`config.mk`:
```
export PLATFORM = sky130hd
export DESIGN_NAME = ioroute_regs
export DESIGN_NICKNAME = d
export VERILOG_FILES = /design/src/rtl/ioroute_pkg.sv /design/src/rtl/ioroute_ctrl.sv /design/src/rtl/ioroute_dp.sv /design/src/rtl/ioroute_regs.sv
export SDC_FILE = /design/constraint.sdc
export NUM_CORES = 1
export LEC_CHECK = 0
export ABC_AREA = 1
export CAP_MARGIN = 25
export CORE_AREA = 2 2 249 251
export CTS_CLUSTER_DIAMETER = 200
export DETAILED_ROUTE_END_ITERATION = 10
export DIE_AREA = 0 0 251 253
export PLACE_DENSITY = 0.68
export SYNTH_ARGS = -nofsm -noshare
export SYNTH_HDL_FRONTEND = slang
export SYNTH_SLANG_ARGS = --single-unit
```
`constraint.sdc`:
```
create_clock -name clk -period 3.5 [get_ports clk]
set_input_delay 0.7 -clock clk [delete_from_list [all_inputs] [get_ports clk]]
set_output_delay 0.7 -clock clk [all_outputs]
set_load 0.03 [all_outputs]
```
`src/rtl/ioroute_pkg.sv`:
```
package ioroute_pkg;
  localparam int SEL_W = 8;
  localparam int TBL_BASE = 16;
  // bits that survive a write in each half of a routing entry
  localparam logic [31:0] LO_KEEP  = 32'h0001_AFFF;
  localparam logic [31:0] HI_KEEP  = 32'hFF00_0000;
  localparam logic [31:0] LO_RESET = 32'h0001_0000;

  typedef enum logic [2:0] {
    RD_ZERO, RD_SEL, RD_ID, RD_VER, RD_ARB, RD_LO, RD_HI
  } rdSrc_e;

  typedef struct packed {
    logic       selWr;
    logic       idWr;
    logic       arbWr;
    logic       loWr;
    logic       hiWr;
    logic [7:0] entSel;
    rdSrc_e     rdSrc;
  } strobes_t;
endpackage

```
`src/rtl/ioroute_ctrl.sv`:
```
module ioroute_ctrl
  import ioroute_pkg::*;
#(
  parameter int N_ENT  = 24,
  parameter int ADDR_W = 8
) (
  input  logic              busValid,
  input  logic              busWrite,
  input  logic [ADDR_W-1:0] busAddr,
  input  logic [3:0]        busBe,
  input  logic [SEL_W-1:0]  idxQ,
  output strobes_t          strb,
  output logic              offsetErr,
  output logic              indexWarn
);
  localparam int TBL_END = TBL_BASE + 2 * N_ENT;

  logic fullWord, atSel, atPort, legal, inTable;
  logic [SEL_W-1:0] tblOff;

  always_comb begin
    fullWord  = &busBe;
    atSel     = (busAddr == ADDR_W'(0));
    atPort    = (busAddr == ADDR_W'(16));
    legal     = busValid && fullWord && (atSel || atPort);
    offsetErr = busValid && !legal;
    tblOff    = idxQ - SEL_W'(TBL_BASE);
    inTable   = (int'(idxQ) >= TBL_BASE) && (int'(idxQ) < TBL_END);

    strb        = '0;
    strb.rdSrc  = RD_ZERO;
    strb.entSel = {1'b0, tblOff[SEL_W-1:1]};
    indexWarn   = 1'b0;

    if (legal && atSel) begin
      strb.selWr = busWrite;
      strb.rdSrc = RD_SEL;
    end else if (legal && atPort) begin
      if (idxQ == SEL_W'(0)) begin
        strb.idWr  = busWrite;
        strb.rdSrc = RD_ID;
      end else if (idxQ == SEL_W'(1)) begin
        strb.rdSrc = RD_VER;
      end else if (idxQ == SEL_W'(2)) begin
        strb.arbWr = busWrite;
        strb.rdSrc = RD_ARB;
      end else if (inTable) begin
        if (tblOff[0]) begin
          strb.hiWr  = busWrite;
          strb.rdSrc = RD_HI;
        end else begin
          strb.loWr  = busWrite;
          strb.rdSrc = RD_LO;
        end
      end else begin
        indexWarn = 1'b1;
      end
    end

    if (busWrite) strb.rdSrc = RD_ZERO;
  end
endmodule

```
`src/rtl/ioroute_dp.sv`:
```
module ioroute_dp
  import ioroute_pkg::*;
#(
  parameter int              N_ENT   = 24,
  parameter int              ID_W    = 4,
  parameter logic [ID_W-1:0] INIT_ID = 4'h1,
  parameter logic [7:0]      VER     = 8'h11
) (
  input  logic               clk,
  input  logic               rstN,
  input  strobes_t           strb,
  input  logic [31:0]        busWdata,
  output logic [SEL_W-1:0]   idxQ,
  output logic [31:0]        rdData,
  output logic [8*N_ENT-1:0] entVector,
  output logic [3*N_ENT-1:0] entDelMode,
  output logic [N_ENT-1:0]   entDestMode,
  output logic [N_ENT-1:0]   entPolarity,
  output logic [N_ENT-1:0]   entTrigger,
  output logic [N_ENT-1:0]   entMask,
  output logic [8*N_ENT-1:0] entDest
);
  localparam int ENT_W = (N_ENT > 1) ? $clog2(N_ENT) : 1;
  localparam logic [31:0] VER_WORD = {8'h00, 8'(N_ENT - 1), 8'h00, VER};

  logic [ID_W-1:0] idQ, arbQ;
  logic [31:0]     loQ [N_ENT];
  logic [31:0]     hiQ [N_ENT];
  logic [ENT_W-1:0] pick;

  assign pick = strb.entSel[ENT_W-1:0];

  always_ff @(posedge clk or negedge rstN) begin
    if (!rstN) begin
      idxQ <= '0;
      idQ  <= INIT_ID;
      arbQ <= INIT_ID;
    end else begin
      if (strb.selWr) idxQ <= busWdata[SEL_W-1:0];
      if (strb.idWr)  idQ  <= busWdata[24 +: ID_W];
      if (strb.arbWr) arbQ <= busWdata[24 +: ID_W];
    end
  end

  always_ff @(posedge clk or negedge rstN) begin
    if (!rstN) begin
      for (int e = 0; e < N_ENT; e++) begin
        loQ[e] <= LO_RESET;
        hiQ[e] <= '0;
      end
    end else begin
      for (int e = 0; e < N_ENT; e++) begin
        if (strb.loWr && strb.entSel == 8'(e)) loQ[e] <= busWdata & LO_KEEP;
        if (strb.hiWr && strb.entSel == 8'(e)) hiQ[e] <= busWdata & HI_KEEP;
      end
    end
  end

  always_comb begin
    case (strb.rdSrc)
      RD_SEL:  rdData = 32'(idxQ);
      RD_ID:   rdData = 32'(idQ) << 24;
      RD_VER:  rdData = VER_WORD;
      RD_ARB:  rdData = 32'(arbQ) << 24;
      RD_LO:   rdData = loQ[pick];
      RD_HI:   rdData = hiQ[pick];
      default: rdData = '0;
    endcase
  end

  for (genvar g = 0; g < N_ENT; g++) begin : gField
    assign entVector[8*g +: 8]  = loQ[g][7:0];
    assign entDelMode[3*g +: 3] = loQ[g][10:8];
    assign entDestMode[g]       = loQ[g][11];
    assign entPolarity[g]       = loQ[g][13];
    assign entTrigger[g]        = loQ[g][15];
    assign entMask[g]           = loQ[g][16];
    assign entDest[8*g +: 8]    = hiQ[g][31:24];
  end
endmodule

```
`src/rtl/ioroute_regs.sv`:
```
module ioroute_regs
  import ioroute_pkg::*;
#(
  parameter int              N_ENT   = 24,
  parameter int              ADDR_W  = 8,
  parameter int              ID_W    = 4,
  parameter logic [ID_W-1:0] INIT_ID = 4'h1,
  parameter logic [7:0]      VER     = 8'h11
) (
  input  logic               clk,
  input  logic               rstN,
  input  logic               busValid,
  input  logic               busWrite,
  input  logic [ADDR_W-1:0]  busAddr,
  input  logic [3:0]         busBe,
  input  logic [31:0]        busWdata,
  output logic [31:0]        busRdata,
  output logic               offsetErr,
  output logic               indexWarn,
  output logic [8*N_ENT-1:0] entVector,
  output logic [3*N_ENT-1:0] entDelMode,
  output logic [N_ENT-1:0]   entDestMode,
  output logic [N_ENT-1:0]   entPolarity,
  output logic [N_ENT-1:0]   entTrigger,
  output logic [N_ENT-1:0]   entMask,
  output logic [8*N_ENT-1:0] entDest
);
  strobes_t         strb;
  logic [SEL_W-1:0] idxQ;

  ioroute_ctrl #(.N_ENT(N_ENT), .ADDR_W(ADDR_W)) uCtrl (
    .busValid(busValid), .busWrite(busWrite), .busAddr(busAddr), .busBe(busBe),
    .idxQ(idxQ), .strb(strb), .offsetErr(offsetErr), .indexWarn(indexWarn)
  );

  ioroute_dp #(.N_ENT(N_ENT), .ID_W(ID_W), .INIT_ID(INIT_ID), .VER(VER)) uDp (
    .clk(clk), .rstN(rstN), .strb(strb), .busWdata(busWdata),
    .idxQ(idxQ), .rdData(busRdata),
    .entVector(entVector), .entDelMode(entDelMode), .entDestMode(entDestMode),
    .entPolarity(entPolarity), .entTrigger(entTrigger), .entMask(entMask),
    .entDest(entDest)
  );
endmodule

```
==> qor.tcl, run 1 <==
set qor(first_pass_iters) 7
set qor(synthFlopType) {sky130_fd_sc_hd__dfrtp_1}
set qor(place.detailed.hpwl_um) 77000
set qor(cts.clk_slew.worst_paths_ns) 0.06
set qor(critical-path-max-stage-delay_ns) 0.46
set qor(cts-root-to-sink-buffers) 3
set qor(worst_min_path_class) {input pin to asynchronous set/reset pin}
set qor(layout_setup_ws_ns) -0.143
set qor(grt_use_total_pct) 34.4
set qor(rr_worst_depth) 8
set qor(grt_util_met3_pct) 9.34
set qor(clk_latency_ns) 0.63
set qor(critical_path.endpoint_type) {output pin}
set qor(avgViaCountPerCell) 5.91
set qor(synth_compound_area_share_pct) 21.9
set qor(post-synth-top-area-cell) {sky130_fd_sc_hd__dfrtp_1}
set qor(antenna_cells_inserted) 0
set qor(grt_antenna_before_repair) 1
set qor(synthXorXnorAreaFrac_pct) 0.0709
set qor(maximum_clock_skew_at_final_layout_ns) 0.0198
set qor(first_global_vias) 23700
set qor(report.final.slew_viol_count) 0
set qor(drt-total-wl_um) 114000
set qor(routed-via-count) 25100
set qor(power_density_relative_to_cell_area_nw_per_um2) 380
set qor(rr_startpoint) {uDp.idxQ[3]}
set qor(grt_start_max_net_pins) 114
set qor(post_synth.cell_area_avg_um2) 9.03
set qor(worstSetupPathType) {flop to output pin}
set qor(arrival_ns) 2.94
set qor(ctsHtreeMaxLevel) 2
set qor(outcome) {finished, violations left}
set qor(synth.cell_area_um2) 24700
set qor(finish.net_count) 3459
set qor(floorplan.io_pins) 634
set qor(max_slew.worst_pin.slew_ns) 1.11
set qor(globalRoute.totalOverflow) 0
set qor(layout-area-overhead-vs-synth_pct) 48.1
set qor(cp_num_buf_inv) 5
set qor(maxSlewHeadroom_pct) 26.1
set qor(worst_path_max_delay_cell) {sky130_fd_sc_hd__dfrtp_2}
set qor(dominant_combinational_cell_family_by_area_after_synthesis) {compound AO/OA/AOI/OAI gates}
set qor(io_buffer_count) 618
set qor(gp_congestion) 0.980
set qor(route.detailed.wl_per_inst_um) 26.7
set qor(final-hold-violation-count) 0
set qor(report.power.total_mw) 13.9
set qor(synth_edf_count) 0
set qor(leakagePower_nw) 15.8
set qor(final_layout_size_suffix_gt1_share_pct) 16.0
set qor(detail_route.drc_violations) 0
set qor(holdBufCountCts) 0
set qor(max_freq_mhz) 275
set qor(die_height_um) 253
set qor(synthCells) 2736
set qor(timing.rr.end) {uDp.entVector[130]}
set qor(worst-endpoint-required_ns) 2.80
set qor(yosysWarnings) 0
set qor(cpLargestDelayFamily) {simple AND/OR/NAND/NOR gates}
set qor(setup_violations) 18
set qor(synth_mux_area_share_pct) 0
set qor(detail-route-antenna-nets) 0
set qor(peakVddDrop_v) 0.000369
set qor(cts-root-buf) {sky130_fd_sc_hd__clkbuf_16}
set qor(cts_inserted_buffers) 59
set qor(synth-seq-area-share_pct) 57.6
set qor(floorplan.initialDensity_pct) 40.5
set qor(fp.dieArea_um2) 63500
set qor(timing.critical_path.cells) {buf_12, nor2_8, buf_12, nand3_2, nand2_2, nand3_2, nand2_2, nand2_2, nand2_2, nand3_2, nor2_4, buf_12, buf_8, o21a_1, buf_12}
set qor(pre_cts_slack_ns) -0.185
set qor(met1_usage_pct) 43.8
set qor(violations) {setup timing}
set qor(synthArstFlopShare_pct) 100
set qor(critPathMaxFanout) 6
set qor(synth_cell_types) 36
set qor(worstSetupStartpointType) {flop}
set qor(std_cell_rows) 91
set qor(post_route_fraction_of_the_period_consumed_by_the_critical_path_pct) 104
set qor(hold_slack_ns) 0.0442
set qor(fin_tns_setup_ns) -1.50
set qor(yosys.area_share.adder_pct) 0.101
set qor(cap_viol_max_count) 0
set qor(x_dimension_of_the_die_um) 251
set qor(period_minus_slack_ns) 3.64
set qor(global_route.usage.met2_pct) 54.2
set qor(rrSetupSlack_ns) 0.91
set qor(tritoncts) {built}
set qor(most_area_consuming_cells_after_synthesis) {sky130_fd_sc_hd__dfrtp_1 (55%), sky130_fd_sc_hd__nand2_1 (11%), sky130_fd_sc_hd__o21ai_0 (10%)}
set qor(postSynthRegisterBits) 568
set qor(grt_setup_unrepaired) {true}
set qor(drt_first_iter_violations) 2973
set qor(synthSimpleGateAreaFrac_pct) 15.0
set qor(grt_pass1_wl_um) 162000
set qor(numClockSinks) 568
set qor(synth_top_area_share_pct) 54.9
set qor(grt-busiest-layer) {met2}
set qor(core_um2) 61000
cells in the final DEF, fill, tap and decap left out, types with 28 or more instances in the layout:
master	instances
sky130_fd_sc_hd__o21ai_0	412
sky130_fd_sc_hd__nand2_4	28
sky130_fd_sc_hd__buf_6	32
sky130_fd_sc_hd__buf_12	41
sky130_fd_sc_hd__clkbuf_16	66
sky130_fd_sc_hd__inv_1	37
sky130_fd_sc_hd__a22oi_1	94
sky130_fd_sc_hd__buf_4	144
sky130_fd_sc_hd__o21ai_1	233
sky130_fd_sc_hd__dfrtp_1	539
sky130_fd_sc_hd__nand2_1	725
sky130_fd_sc_hd__clkdlybuf4s50_1	584
sky130_fd_sc_hd__o22ai_1	158
cell type report:
cell class	count	area, um2
flip-flops and latches	568	14200
inverters	53	233
repair buffers	839	9000
clock buffers	76	1650
well taps	790	988
fillers	5057	24400
clock inverters	34	460
multi-input cells	1888	10000
logic make-up after synthesis:
logic type / Yosys count
compound gates: 983
simple gates: 895
flops: 568
buf+inv: 285
xor+xnor: 2
fa+ha+maj: 2
other cells: 1
where the power goes:
part | switching [mW] | internal (mW)
combinational | 0.335 | 0.0880
clock | 2.77 | 4.13
sequential | 0.000467 | 6.57
stage by stage:
stage | cells | instance area [um2] | util (%)
6_report | 4248 | 36600 | 60.0
5_1_grt | 4248 | 36600 | 60.0
4_1_cts | 4232 | 35900 | 58.7
3_5_place_dp | 4077 | 32400 | 53.1
3_3_place_gp | 4077 | 32400 | 53.1
2_1_floorplan | 2741 | 24700 | -
cells in the mapped netlist (3+ instances only):
cell type	instances
sky130_fd_sc_hd__a21oi_1	20
sky130_fd_sc_hd__a22oi_1	98
sky130_fd_sc_hd__buf_1	11
sky130_fd_sc_hd__buf_2	13
sky130_fd_sc_hd__buf_4	9
sky130_fd_sc_hd__buf_6	20
sky130_fd_sc_hd__clkbuf_1	177
sky130_fd_sc_hd__clkinv_1	5
sky130_fd_sc_hd__dfrtp_1	542
sky130_fd_sc_hd__dfstp_2	26
sky130_fd_sc_hd__inv_1	46
sky130_fd_sc_hd__nand2_1	754
sky130_fd_sc_hd__nand2_4	20
sky130_fd_sc_hd__nand3_1	42
sky130_fd_sc_hd__nand4_1	12
sky130_fd_sc_hd__nor2_1	40
sky130_fd_sc_hd__nor3_1	13
sky130_fd_sc_hd__nor3b_1	3
sky130_fd_sc_hd__o21a_1	13
sky130_fd_sc_hd__o21ai_0	502
sky130_fd_sc_hd__o21ai_1	174
sky130_fd_sc_hd__o22ai_1	176
state kept, by name (all words and copies together), names as in the netlist:
| register | flops |
|---|---|
| uDp.entDelMode | 72 |
| uDp.entDestMode | 24 |
| uDp.entPolarity | 24 |
| uDp.entDest | 192 |
| uDp.idxQ | 8 |
| uDp.idQ | 4 |
| uDp.entMask | 24 |
| uDp.arbQ | 4 |
| uDp.entTrigger | 24 |
| uDp.entVector | 192 |
layer usage:
layer,vias up,share of wire (%),wire length [um]
li1,10800,-,-
met3,370,11,12700
met2,1651,45,51600
met5,-,0.0097,11
met4,2,6.0,6840
met1,12300,37,42400
worst max-delay path by stage:
stage,startpoint,end,cells after the start
floorplan,busAddr[3],busRdata[28],8
global placement,busAddr[3],busRdata[5],10
detailed placement,busAddr[3],busRdata[5],10
CTS,uDp.idxQ[1],busRdata[2],12
global route,uDp.idxQ[1],busRdata[11],15
finish,uDp.idxQ[1],busRdata[11],15
what timing repair did:
action | 4_1_cts | 5_1_grt
pin swaps | 62 | 61
gates resized for setup | 213 | 141
buffers inserted | 31 | 14
endpoints found under the setup margin | 26 | 26
gates cloned | 16 | 5
(Power assumes the default switching activity.)
==> run 2, diff against run 1 <==
--- a/config.mk
+++ b/config.mk
@@ -6,6 +6,7 @@
 export NUM_CORES = 1
 export LEC_CHECK = 0
 export ABC_AREA = 1
+export ABC_CLOCK_PERIOD_IN_PS = 3500
 export CAP_MARGIN = 25
 export CORE_AREA = 2 2 249 251
 export CTS_CLUSTER_DIAMETER = 200
==> results of run 2 <==
Same layout as run 1: the final DEF is identical, and so are final timing and power.
